[config.mk]
export PLATFORM = sky130hd
export DESIGN_NAME = ext_irq_level_arb
export DESIGN_NICKNAME = d
export VERILOG_FILES = /design/src/rtl/eil_arb_pkg.sv /design/src/rtl/eil_line_tracker.sv /design/src/rtl/eil_level_pick.sv /design/src/rtl/eil_trap_index.sv /design/src/rtl/ext_irq_level_arb.sv
export SDC_FILE = /design/constraint.sdc
export NUM_CORES = 1
export LEC_CHECK = 0
export BUFFER_PORTS_ARGS = -buffer_cell sky130_fd_sc_hd__buf_2
export CORE_UTILIZATION = 55
export CTS_BUF_LIST = sky130_fd_sc_hd__clkbuf_8
export DETAILED_ROUTE_END_ITERATION = 10
export GPL_ROUTABILITY_DRIVEN = 0
export PLACE_DENSITY = 0.82
export SLEW_MARGIN = 40
export SYNTH_ARGS = -nofsm -noshare
export SYNTH_HDL_FRONTEND = slang
export SYNTH_SLANG_ARGS = --single-unit
[constraint.sdc]
create_clock -name clk -period 4.59 [get_ports clk]
set_input_delay 0.6885 -clock clk [delete_from_list [all_inputs] [get_ports clk]]
set_output_delay 0.6885 -clock clk [all_outputs]
set_load 0.02 [all_outputs]
[src/rtl/eil_arb_pkg.sv]
package eil_arb_pkg;
  localparam int unsigned LEVELS = 16;
  localparam int unsigned LVL_W  = $clog2(LEVELS);
  localparam int unsigned IDX_W  = 8;

  typedef logic [LEVELS-1:0] lines_t;
  typedef logic [IDX_W-1:0]  tidx_t;
  typedef logic [LVL_W-1:0]  lvl_t;

  // An index is external when its bits above the level field match the type.
  function automatic logic idx_is_ext(tidx_t idx, tidx_t ext_type);
    return (idx & ~tidx_t'(LEVELS - 1)) == ext_type;
  endfunction

  function automatic tidx_t ext_idx(tidx_t ext_type, lvl_t lvl);
    return ext_type | tidx_t'(lvl);
  endfunction

  function automatic lines_t line_bit(lvl_t line);
    return lines_t'(1) << line;
  endfunction
endpackage

[src/rtl/eil_line_tracker.sv]
module eil_line_tracker
  import eil_arb_pkg::*;
(
  input  logic   clk,
  input  logic   rst_n,
  input  logic   evt_vld,
  input  logic   evt_up,
  input  lvl_t   evt_line,
  input  logic   vec_load,
  input  lines_t vec_in,
  output lines_t lines_nxt,
  output lines_t lines_q,
  output logic   trig,
  output logic   wake_q
);
  logic wake_evt;

  always_comb begin
    lines_nxt = lines_q;
    wake_evt  = 1'b0;
    if (vec_load) begin
      lines_nxt = vec_in;
      wake_evt  = |(vec_in & ~lines_q);
    end else if (evt_vld) begin
      if (evt_up) begin
        lines_nxt = lines_q | line_bit(evt_line);
        wake_evt  = 1'b1;
      end else begin
        lines_nxt = lines_q & ~line_bit(evt_line);
      end
    end
  end

  assign trig = vec_load | evt_vld;

  always_ff @(posedge clk) begin
    if (!rst_n) begin
      lines_q <= '0;
      wake_q  <= 1'b0;
    end else begin
      lines_q <= lines_nxt;
      wake_q  <= wake_evt;
    end
  end

  p_raise_sets_r1: assert property (@(posedge clk) disable iff (!rst_n)
    (evt_vld && evt_up && !vec_load) |=> lines_q[$past(evt_line)]);
  p_lower_clears_r1: assert property (@(posedge clk) disable iff (!rst_n)
    (evt_vld && !evt_up && !vec_load) |=> !lines_q[$past(evt_line)]);
  p_no_wake_on_lower_r3: assert property (@(posedge clk) disable iff (!rst_n)
    (evt_vld && !evt_up && !vec_load) |=> !wake_q);
  p_load_replaces_r9: assert property (@(posedge clk) disable iff (!rst_n)
    vec_load |=> lines_q == $past(vec_in));
endmodule

[src/rtl/eil_level_pick.sv]
module eil_level_pick
  import eil_arb_pkg::*;
(
  input  lines_t lines,
  output lvl_t   sel_lvl,
  output logic   sel_vld
);
  lines_t above;
  lines_t grant;

  assign above[LEVELS-1] = 1'b0;
  assign grant[0]        = 1'b0;

  genvar gi;
  generate
    for (gi = LEVELS - 2; gi >= 0; gi--) begin : g_above
      assign above[gi] = above[gi+1] | lines[gi+1];
    end
    for (gi = 1; gi < LEVELS; gi++) begin : g_grant
      assign grant[gi] = lines[gi] & ~above[gi];
    end
  endgenerate

  always_comb begin
    sel_lvl = '0;
    for (int i = 1; i < LEVELS; i++) begin
      if (grant[i]) sel_lvl = sel_lvl | lvl_t'(i);
    end
  end

  assign sel_vld = |grant;
endmodule

[src/rtl/eil_trap_index.sv]
module eil_trap_index
  import eil_arb_pkg::*;
#(
  parameter tidx_t EXT_TYPE = 8'h10
) (
  input  logic   clk,
  input  logic   rst_n,
  input  logic   trig,
  input  lines_t lines_nxt,
  input  logic   sel_vld,
  input  lvl_t   sel_lvl,
  input  logic   exc_set,
  input  tidx_t  exc_idx,
  output tidx_t  idx_q,
  output logic   req_q
);
  tidx_t idx_d;
  tidx_t cand;
  logic  req_d;
  logic  cur_ext;
  logic  may_take;
  logic  take;
  logic  drop;

  assign cur_ext  = idx_is_ext(idx_q, EXT_TYPE);
  assign may_take = (idx_q == '0) || cur_ext;
  assign cand     = ext_idx(EXT_TYPE, sel_lvl);
  assign take     = trig && sel_vld && may_take && (cand != idx_q);
  assign drop     = trig && (lines_nxt == '0) && cur_ext;

  always_comb begin
    idx_d = idx_q;
    req_d = req_q;
    if (exc_set) begin
      idx_d = exc_idx;
    end else if (take) begin
      idx_d = cand;
      req_d = 1'b1;
    end else if (drop) begin
      idx_d = '0;
      req_d = 1'b0;
    end
  end

  always_ff @(posedge clk) begin
    if (!rst_n) begin
      idx_q <= '0;
      req_q <= 1'b0;
    end else begin
      idx_q <= idx_d;
      req_q <= req_d;
    end
  end

  p_nonext_kept_r6: assert property (@(posedge clk) disable iff (!rst_n)
    (!exc_set && idx_q != '0 && !cur_ext) |=> idx_q == $past(idx_q));
  p_req_on_change_r7: assert property (@(posedge clk) disable iff (!rst_n)
    $rose(req_q) |-> idx_q != $past(idx_q));
  p_release_clears_r8: assert property (@(posedge clk) disable iff (!rst_n)
    (trig && lines_nxt == '0 && cur_ext && !exc_set) |=> (idx_q == '0 && !req_q));
  p_core_write_wins_r10: assert property (@(posedge clk) disable iff (!rst_n)
    exc_set |=> (idx_q == $past(exc_idx) && req_q == $past(req_q)));
endmodule

[src/rtl/ext_irq_level_arb.sv]
module ext_irq_level_arb
  import eil_arb_pkg::*;
#(
  parameter logic [IDX_W-1:0] EXT_TYPE = 8'h10
) (
  input  logic              clk,
  input  logic              rst_n,
  input  logic              evt_vld,
  input  logic              evt_up,
  input  logic [LVL_W-1:0]  evt_line,
  input  logic              vec_load,
  input  logic [LEVELS-1:0] vec_in,
  input  logic              exc_set,
  input  logic [IDX_W-1:0]  exc_idx,
  output logic [IDX_W-1:0]  trap_idx,
  output logic              hard_req,
  output logic              wake
);
  lines_t lines_nxt;
  lines_t lines_q;
  logic   trig;
  lvl_t   sel_lvl;
  logic   sel_vld;

  eil_line_tracker u_track (
    .clk(clk), .rst_n(rst_n), .evt_vld(evt_vld), .evt_up(evt_up),
    .evt_line(evt_line), .vec_load(vec_load), .vec_in(vec_in),
    .lines_nxt(lines_nxt), .lines_q(lines_q), .trig(trig), .wake_q(wake)
  );

  eil_level_pick u_pick (
    .lines(lines_nxt), .sel_lvl(sel_lvl), .sel_vld(sel_vld)
  );

  eil_trap_index #(.EXT_TYPE(EXT_TYPE)) u_idx (
    .clk(clk), .rst_n(rst_n), .trig(trig), .lines_nxt(lines_nxt),
    .sel_vld(sel_vld), .sel_lvl(sel_lvl), .exc_set(exc_set),
    .exc_idx(exc_idx), .idx_q(trap_idx), .req_q(hard_req)
  );

  p_highest_wins_r4: assert property (@(posedge clk) disable iff (!rst_n)
    (trig && !exc_set && lines_q[0] && lines_q[LEVELS-1:1] == '0
     && $stable(lines_q)) |-> $stable(trap_idx));
  p_form_r5: assert property (@(posedge clk) disable iff (!rst_n)
    $rose(hard_req) |-> (idx_is_ext(trap_idx, EXT_TYPE) && trap_idx[LVL_W-1:0] != '0));
endmodule

## Word-level counts from Yosys, hierarchy flattened

Index checks and enable logic that the tools add are counted.

- Register bits after elaboration: 26
- Latch bits: 0
- RAM bits: 0
- Bits in read-only memories: 0
- Logic and storage cells: 94
- Memories kept: 0

- Add/sub/neg operators: 0
- $mul: 0
- Divide/modulo/power cells: 0
- $lt $le $gt $ge: 0
- Equality and inequality tests: 2
- Shift operators: 1
- Muxes and demuxes: 26
- Bitwise logic cells: 48
- Reductions and logical operators: 13

Operator list:

| kind | count |
|---|---|
| 2-to-1 mux 16 bit | 3 |
| AND 16 bit | 2 |
| 2-to-1 mux 4 bit | 8 |
| NOT 16 bit | 2 |
| 2-to-1 mux 8 bit | 3 |
| zero test 16 bit | 1 |
| bitwise OR 16 bit | 1 |
| OR reduction 16 bit | 1 |
| left shift 1 x 4 -> 16 bit, first input constant | 1 |
| NOT 1 bit | 15 |
| OR reduction 15 bit | 1 |
| AND 1 bit | 14 |
| bitwise OR 1 bit | 14 |
| 2-to-1 mux 3 bit | 4 |
| zero test 8 bit | 1 |
| != test 5 x 8 -> 1 bit | 1 |
| 2-to-1 mux 1 bit | 6 |
| logical AND 1 bit | 5 |
| == test 4 x 1 -> 1 bit, second input constant | 1 |
| 2-to-1 mux 2 bit | 2 |
| nonzero test 3 bit | 1 |
| AND reduction 2 bit | 1 |
| nonzero test 2 bit | 1 |
| logical OR 1 bit | 1 |

## Depth between registers and ports, before layout

Gate-level depths: netlist of the first run.

- Word-level depth: 40
- Mapped depth: 11

## Modules after synthesis

From an unflattened synthesis of the first run, not the netlist that was laid out.

- Cells, all modules: 233
- Area, all modules: 1789.2 µm²

By module, submodules not included:

| module | instances | cells each | area each (µm²) |
|---|---|---|---|
| eil_line_tracker | 1 | 152 | 1104.8 |
| eil_trap_index | 1 | 57 | 540.5 |
| eil_level_pick | 1 | 24 | 143.9 |

## Worst setup path before layout of the first run

OpenSTA, ideal clock, no wires.

- Path kind: input to register
- Start point: input evt_line[2]
- End point: register u_idx.idx_q[1]
- Arrival time: 3028 ps
- Required time: 4515 ps
- Slack: 1486 ps
- Cell stages on the path: 11
- Path buffers: 2
- Path through: buf_2 > and3b_1 > a21oi_1 > a22o_2 > and4_1 > buf_4 > or4b_1 > a31oi_2 > o21ai_2 > or4_1 > a31oi_1

- Cells in the longest elaborated chain, start to end: 40
- Elaborated cells between the ends (all ways): 74
- Classes of those cells: eq/ne (1); shift (1); mux (20); bitwise (44); reduce/logical (8)

RTL lines:

| item | line | text |
|---|---|---|
| from (decl) | ext_irq_level_arb.sv:10 | `input logic [LVL_W-1:0] evt_line,` |
| left shift 1 x 4 -> 16 bit * | eil_arb_pkg.sv:20 | `return lines_t'(1) << line;` |
| NOT 16 bit | eil_line_tracker.sv:29 | `lines_nxt = lines_q & ~line_bit(evt_line);` |
| AND 16 bit | eil_line_tracker.sv:29 |  |
| 2-to-1 mux 16 bit * | eil_line_tracker.sv:25 | `if (evt_up) begin` |
| 2-to-1 mux 16 bit * | eil_line_tracker.sv:24 | `end else if (evt_vld) begin` |
| 2-to-1 mux 16 bit * | eil_line_tracker.sv:21 | `if (vec_load) begin` |
| bitwise OR 1 bit (13 in series) | eil_level_pick.sv:17 | `assign above[gi] = above[gi+1] \| lines[gi+1];` |
| NOT 1 bit | eil_level_pick.sv:20 | `assign grant[gi] = lines[gi] & ~above[gi];` |
| AND 1 bit | eil_level_pick.sv:20 |  |
| 2-to-1 mux 1 bit | eil_level_pick.sv:27 | `if (grant[i]) sel_lvl = sel_lvl \| lvl_t'(i);` |
| 2-to-1 mux 2 bit (2 in series) | eil_level_pick.sv:27 |  |
| 2-to-1 mux 3 bit (4 in series) | eil_level_pick.sv:27 |  |
| 2-to-1 mux 4 bit (8 in series) | eil_level_pick.sv:27 |  |
| != test 5 x 8 -> 1 bit | eil_trap_index.sv:28 | `assign take = trig && sel_vld && may_take && (cand != idx_q);` |
| logical AND 1 bit | eil_trap_index.sv:28 |  |
| 2-to-1 mux 8 bit | eil_trap_index.sv:36 | `end else if (take) begin` |
| 2-to-1 mux 8 bit | eil_trap_index.sv:34 | `if (exc_set) begin` |
| to (signal assigned) | eil_trap_index.sv:50 | `idx_q <= idx_d;` |
| to (decl) | eil_trap_index.sv:14 | `output tidx_t idx_q,` |

Mark *: on every way between the ends. The rest lies on a longest branch, timed or not.
A chain may end at the register's enable or synchronous reset.

## Final worst setup path of the first run

- Start point: input vec_load
- End point: register u_idx.idx_q[3]

- Cells in the longest elaborated chain, start to end: 35
- Elaborated cells between the ends (all ways): 69
- Classes of those cells: eq/ne (1); mux (18); bitwise (42); reduce/logical (8)

RTL lines:

| item | line | text |
|---|---|---|
| from (decl) | ext_irq_level_arb.sv:11 | `input logic vec_load,` |
| 2-to-1 mux 16 bit | eil_line_tracker.sv:21 |  |
| bitwise OR 1 bit (13 in series) | eil_level_pick.sv:17 |  |
| NOT 1 bit | eil_level_pick.sv:20 |  |
| AND 1 bit | eil_level_pick.sv:20 |  |
| 2-to-1 mux 1 bit | eil_level_pick.sv:27 |  |
| 2-to-1 mux 2 bit (2 in series) | eil_level_pick.sv:27 |  |
| 2-to-1 mux 3 bit (4 in series) | eil_level_pick.sv:27 |  |
| 2-to-1 mux 4 bit (8 in series) | eil_level_pick.sv:27 |  |
| != test 5 x 8 -> 1 bit | eil_trap_index.sv:28 |  |
| logical AND 1 bit | eil_trap_index.sv:28 |  |
| 2-to-1 mux 8 bit | eil_trap_index.sv:36 |  |
| 2-to-1 mux 8 bit | eil_trap_index.sv:34 |  |

Several ways; a longest one is shown, not always the timed one.

==> flow_summary.toml, run 1 <==
[timing]
min_period_ns = 3.42
rsz0062_at_grt = "no"
worstMarginPinSlew_ns = 0.698
worst_slack_ns = 1.17
slew_headroom_pct = 53.1
slew_viol_final = 0
fmax_mhz = 292
min_period_over_period_pct = 74.5
fin_setup_tns_ns = 0
skew_ns = 0.00198
finalSetupViolCount = 0
hold_viol_final = 0

[setup_path]
cpPeakStageDelay_ns = 0.71
reg2reg_to = "u_idx.idx_q[3]$_SDFFE_PN0P_"
critPathArrivalTime_ns = 3.62
r2r_start = "u_track.lines_q[11]$_SDFF_PN0_"
cpMaxStageDelayCell = "nor4_2"
critPathKind = "input port to register"
cp-start-kind = "input port"
cp-end-kind = "register"
crit_required_ns = 4.79
reg2reg_depth = 8
reg2reg_slack_ns = 1.84
cp_max_fo = 42
path_cells = "buf_2 -> a22oi_1 -> nor4_2 -> nand4_1 -> a21oi_1 -> o21ai_2 -> or4_1 -> a31oi_1"

[clock_network]
cts_tree = "yes"
clk_pin_slew_ns = 0.09
hold_buffers = 0
htree_levels = 1
post_cts_resize_count = 0
clock_sinks = 26
clk_latency_ns = 0.27
numCtsBuffers = 3
clk_path_buf_depth = 2
root_buffer = "clkbuf_8"
cts_setup_buffers = 0

[final_layout]
multi_input_area_um2 = 1190
final_cells = 320
layout-drive-gt1-share_pct = 20.7
antenna_cells = 0
seq_area_um2 = 520
final.fill_count = 275
design_area_um2 = 2130
area_growth_pct = 15.2
fin_nets = 311

[route]
post-route-drc-count = 0
antenna_left = 0
finalWirelength_um = 4970
firstDrtPassIters = 5
drt_iter0_drc = 184
wl_per_cell_um = 15.5
via_per_inst = 6.24
vias = 1998

[floorplan]
dieArea_um2 = 3590
ios = 44
die_height_um = 59.9
fp.dieW_um = 59.9
start_util_pct = 59.0
core_area_um2 = 3130
rows = 20

[placed_design]
post-place-ws_ns = 1.02
dp_hpwl_um = 3720
placed_area_um2 = 2060
dp_cells = 316
port_buffers = 43

[synth]
yosys_warnings = 0
async_flop_share_pct = 0
synth_edf_count = 0
synthFlopType = "dfxtp_1"
ys_ff_latch = 26
synth_nets = 275
syn_avg_cell_area_um2 = 7.66
mappedNetlistArea_um2 = 1850
yosysSeqAreaShare_pct = 28.2
netlist_instances = 241
netlist-cell-type-count = 55

[power_and_ir_drop]
power.density_nw_per_um2 = 286
fin_total_pwr_mw = 0.609
leakage_nw = 0.920
ir_worst_vdd_mv = 0.251

[min_path]
hp-start = "u_idx.req_q$_SDFFE_PN0P_"
hold_path.class = "register to register"
worstHoldEndpoint = "u_idx.req_q$_SDFFE_PN0P_"
whs_path_depth = 2

[global_route]
grt_pass1_wl_um = 8140
overflow = 0
grt.total_usage_pct = 30.5
first_global_vias = 1790
antenna_found_initial = 0
grt_max_degree = 43

[job]
cap_viol_max_count = 0

[status]
status = "finished clean"
-- how the worst max path moves through the flow --
stage               slack [ns]        start                     endpoint  depth (start not counted)
floorplan                 1.49  evt_line[2]  u_idx.idx_q[1]$_SDFFE_PN0P_                         11
detailed placement        1.02     vec_load  u_idx.idx_q[3]$_SDFFE_PN0P_                          8
global placement          1.06     vec_load  u_idx.idx_q[3]$_SDFFE_PN0P_                          8
CTS                       1.27     vec_load  u_idx.idx_q[3]$_SDFFE_PN0P_                          8
global route              0.98      evt_vld  u_idx.idx_q[3]$_SDFFE_PN0P_                         10
finish                    1.17     vec_load  u_idx.idx_q[3]$_SDFFE_PN0P_                          8
-- stage by stage --
stage               util (%)  hold slack [ns]
floorplan                  -            0.570
global placement        65.7            0.479
detailed placement      65.7            0.483
CTS                     68.0            0.504
global route            68.0            0.533
finish                  68.0            0.507
-- cells in the final DEF, fill, tap and decap left out, types with 2 or more instances in the layout --
| cell type | netlist | routed |
|---|---|---|
| o211ai_1 | 7 | 7 |
| nand4_1 | 2 | 2 |
| nand2b_1 | 7 | 7 |
| o21ai_0 | 13 | 13 |
| o21a_1 | 3 | 3 |
| nor3_1 | 3 | 3 |
| nand3_1 | 3 | 3 |
| a21oi_1 | 18 | 18 |
| a22o_2 | 4 | 4 |
| mux2i_1 | 5 | 5 |
| buf_2 | 4 | 43 |
| a31oi_1 | 7 | 7 |
| and2_1 | 9 | 9 |
| a41oi_1 | 3 | 3 |
| o22ai_1 | 4 | 4 |
| clkbuf_8 | 0 | 3 |
| o31ai_1 | 3 | 3 |
| and3b_1 | 3 | 3 |
| o21ai_1 | 3 | 3 |
| nand2_1 | 10 | 10 |
| dfxtp_1 | 26 | 26 |
| nor2b_1 | 6 | 6 |
| nor2_1 | 23 | 23 |
| or4_1 | 2 | 2 |
| inv_1 | 20 | 20 |
| nand3b_1 | 2 | 2 |
| nor4_1 | 2 | 2 |
| and3_1 | 5 | 5 |
| a22oi_1 | 8 | 8 |
| a221oi_1 | 4 | 4 |
-- synth_stat cells, types with 2 or more instances --
master,n,area (um^2)
nor2_1,23,86.3
a31oi_1,7,43.8
nor4_1,2,12.5
o21ai_0,13,65.1
and2_1,9,56.3
o211ai_1,7,52.6
mux2i_1,5,50.1
a221oi_1,4,35.0
o22ai_1,4,25.0
clkbuf_1,5,18.8
nor2b_1,6,37.5
nand3_1,3,15.0
nand3b_1,2,15.0
and3_1,5,31.3
nand2_1,10,37.5
o21a_1,3,22.5
nand2b_1,7,43.8
or4_1,2,15.0
a22o_2,4,40.0
buf_2,4,20.0
a22oi_1,8,60.1
buf_4,3,22.5
o31ai_1,3,22.5
nand4_1,2,12.5
a21oi_1,18,90.1
a41oi_1,3,26.3
o21ai_1,3,15.0
nor3_1,3,15.0
inv_1,20,75.1
and3b_1,3,26.3
dfxtp_1,26,521
-- critical path, delay by kind of cell --
kind                   cells  cell delay, ns
buffers and inverters      1            0.49
AOI/OAI and AO/OA          4            0.88
and+or+nand+nor            3            1.53
-- registers in the layout, summed over array words and instances, names as in the netlist --
name / count
u_track.lines_q: 16
u_idx.req_q: 1
u_idx.idx_q: 8
u_track.wake_q: 1
-- cell families (layout without fill, tap and decap cells) --
group | count (synthesis) | in the layout | synth area share [%]
simple gates | 87 | 87 | 28.0
xor+xnor | 1 | 1 | 0.474
buf+inv | 33 | 68 | 7.59
mux | 5 | 5 | 2.71
flops | 26 | 26 | 28.2
compound gates | 89 | 89 | 33.1
-- per-layer routing --
metal | global-route usage (%) | part of all wire [%]
met5 | 0 | 0
met2 | 45.4 | 44
met1 | 40.2 | 45
met3 | 8.66 | 8.5
met4 | 15.0 | 2.3
-- area by class of cell --
type	count	share of cell area [%]
Clock buffer	3	1.94
Clock inverter	1	1.41
Inverter	21	3.71
Multi-Input combinational cell	182	55.8
Sequential cell	26	24.5
Tap cell	44	2.59
Timing Repair Buffer	43	10.1
-- where the power goes --
| part | internal, mW | total, mW | switching, mW |
|---|---|---|---|
| logic | 0.0633 | 0.162 | 0.0986 |
| clock network | 0.117 | 0.192 | 0.0754 |
| registers | 0.243 | 0.255 | 0.0126 |
| total | 0.423 | 0.609 | 0.187 |
Power figures use the tool's default switching activity.
==> run 2, diff against run 1 <==
==> constraint.sdc (replaced) <==
create_clock -name clk -period 3.2 [get_ports clk]
set_input_delay 0.48 -clock clk [delete_from_list [all_inputs] [get_ports clk]]
set_output_delay 0.48 -clock clk [all_outputs]
set_load 0.02 [all_outputs]
==> run 2 against run 1 <==
Sequential power is 44% higher. Via count is 6.4% higher. Final cell count is 4.7% higher. Critical endpoint is now u_idx.idx_q[1]$_SDFFE_PN0P_. Largest power group unchanged.
==> flow_summary.toml, run 2 (synthesis gave the netlist of run 1 again) <==
[setup_path]
crit_required_ns = 3.40
critPathKind = "input port to register"
cpPeakStageDelay_ns = 0.50
cp-end-kind = "register"
worst_path_most_repeated_cell = "a21oi_1"
cpMaxStageDelayCell = "or4_1"
reg2reg_slack_ns = 0.67
cp_max_fo = 10
path_cells = "buf_2 -> or3b_1 -> o21ai_0 -> a21oi_1 -> nor4b_4 -> nand4_1 -> a21oi_1 -> o21ai_2 -> or4_1 -> a31oi_1"
critPathArrivalTime_ns = 3.21
cp-start-kind = "input port"

[global_route]
met1_usage_pct = 45.3
grt_pass1_wl_um = 8760
antenna_found_initial = 0
overflow = 0
grt_max_degree = 33
first_global_vias = 1905
grt_util_met2_pct = 49.5
grt.total_usage_pct = 32.5
use_met3_pct = 4.33
grt_most_used_layer = "met2"

[placed_design]
dp_hpwl_um = 4020
placed_area_um2 = 2150
port_buffers = 43
dp_cells = 329

[timing]
worstMarginPinSlew_ns = 0.559
finalSetupViolCount = 0
min_period_over_period_pct = 94.2
min_period_ns = 3.01
slew_viol_final = 0
fmax_mhz = 332
hold_viol_final = 0
slew_headroom_pct = 62.7
skew_ns = 0.00288

[floorplan]
rows = 20
dieArea_um2 = 3590
core_area_um2 = 3130
start_util_pct = 59.0
ios = 44
fp.dieW_um = 59.9
die_height_um = 59.9

[clock_network]
clk_path_buf_depth = 2
clock_sinks = 26
clk_latency_ns = 0.28
numCtsBuffers = 3
htree_levels = 1
root_buffer = "clkbuf_8"
cts_tree = "yes"
clk_pin_slew_ns = 0.09
hold_buffers = 0

[final_layout]
area_growth_pct = 20.9
design_area_um2 = 2230
layout-drive-gt1-share_pct = 24.7
layout_commonest_cell = "buf_2"
final_cell_mix = "buf_2, dfxtp_1, nor2_1, inv_1, a21oi_1"
fin_nets = 326
antenna_cells = 0
largest_reg_flops = 16
final_cells = 335
top_regs = "u_track.lines_q: 16 flops, u_idx.idx_q: 8 flops"
regMostFlops = "u_track.lines_q"

[power_and_ir_drop]
p_seq_share_pct = 43.4
leakage_nw = 0.987
p_comb_share_pct = 30.6
switchingPower_mw = 0.281
power.density_nw_per_um2 = 379
ir_worst_vdd_mv = 0.205
p_int_mw = 0.565
p_sw_share_pct = 33.2
pwr-share-clk_pct = 26.0

[route]
wl_per_cell_um = 16.6
firstDrtPassIters = 5
via_per_inst = 6.35
post-route-drc-count = 0
vias = 2126
antenna_left = 0
drt_iter0_drc = 200
finalWirelength_um = 5570

[status]
status = "finished clean"

[job]
cap_viol_max_count = 0

[min_path]
hold_path.class = "input port to register"
run 2: cell count changes in the layout (fill, tap and decap cells not counted), sizes merged:
cell and delta:
buf +15, bufinv -1, clkbuf +1
run 2: final cells by class:
| class | count | area [um^2] |
|---|---|---|
| flip-flops and latches | 26 | 520 |
| inverters | 21 | 78.8 |
| clock buffers | 4 | 55.1 |
| repair buffers | 58 | 328 |
| well taps | 44 | 55.1 |
| fillers | 268 | 896 |
| multi-input cells | 182 | 1190 |
run 2: worst max-delay path: cells and delay by family:
family / cells / cell delay, ns
buffers and inverters: 1 / 0.19
AOI/OAI and AO/OA: 5 / 0.90
and+or+nand+nor: 4 / 1.64
run 2: stage by stage:
stage	setup TNS (ns)	worst slack, ns	hold WS (ns)	util (%)	power (mW)
after global routing	-0.0323	-0.0290	0.439	71.4	0.889
after CTS	0	0.182	0.432	70.6	0.839
after floorplan	0	0.305	0.570	-	0.532
after detailed placement	-0.109	-0.0572	0.490	68.8	0.617
after global placement	-0.00104	-0.00104	0.482	68.8	0.614
final	0	0.187	0.433	71.4	0.846
run 2: final timing paths:
path,endpoint,from,cells after the start
hold reg to reg,u_idx.req_q$_SDFFE_PN0P_,u_idx.req_q$_SDFFE_PN0P_,2
hold / removal,u_idx.idx_q[7]$_SDFFE_PN0P_,exc_idx[7],3
setup reg to reg,u_idx.idx_q[1]$_SDFFE_PN0P_,u_track.lines_q[7]$_SDFF_PN0_,8
setup / recovery,u_idx.idx_q[1]$_SDFFE_PN0P_,evt_vld,10
run 2: routing by layer:
layer | wire [um] | part of all wire (%)
met5 | 0 | 0
met3 | 516 | 9.3
met4 | 202 | 3.6
met1 | 2400 | 43
met2 | 2460 | 44
run 2: power by group through the flow:
| stage | registers (mW) | clock network [mW] | logic, mW |
|---|---|---|---|
| detailed placement | 0.374 | 0 | 0.243 |
| global route | 0.370 | 0.238 | 0.281 |
| floorplan | 0.382 | 0 | 0.151 |
| finish | 0.367 | 0.220 | 0.259 |
| CTS | 0.367 | 0.225 | 0.247 |
| global placement | 0.374 | 0 | 0.240 |
run 2: what timing repair did:
action                     CTS  global route
buffers inserted             0             2
gates resized for setup      0             1
setup endpoints to repair    0             6
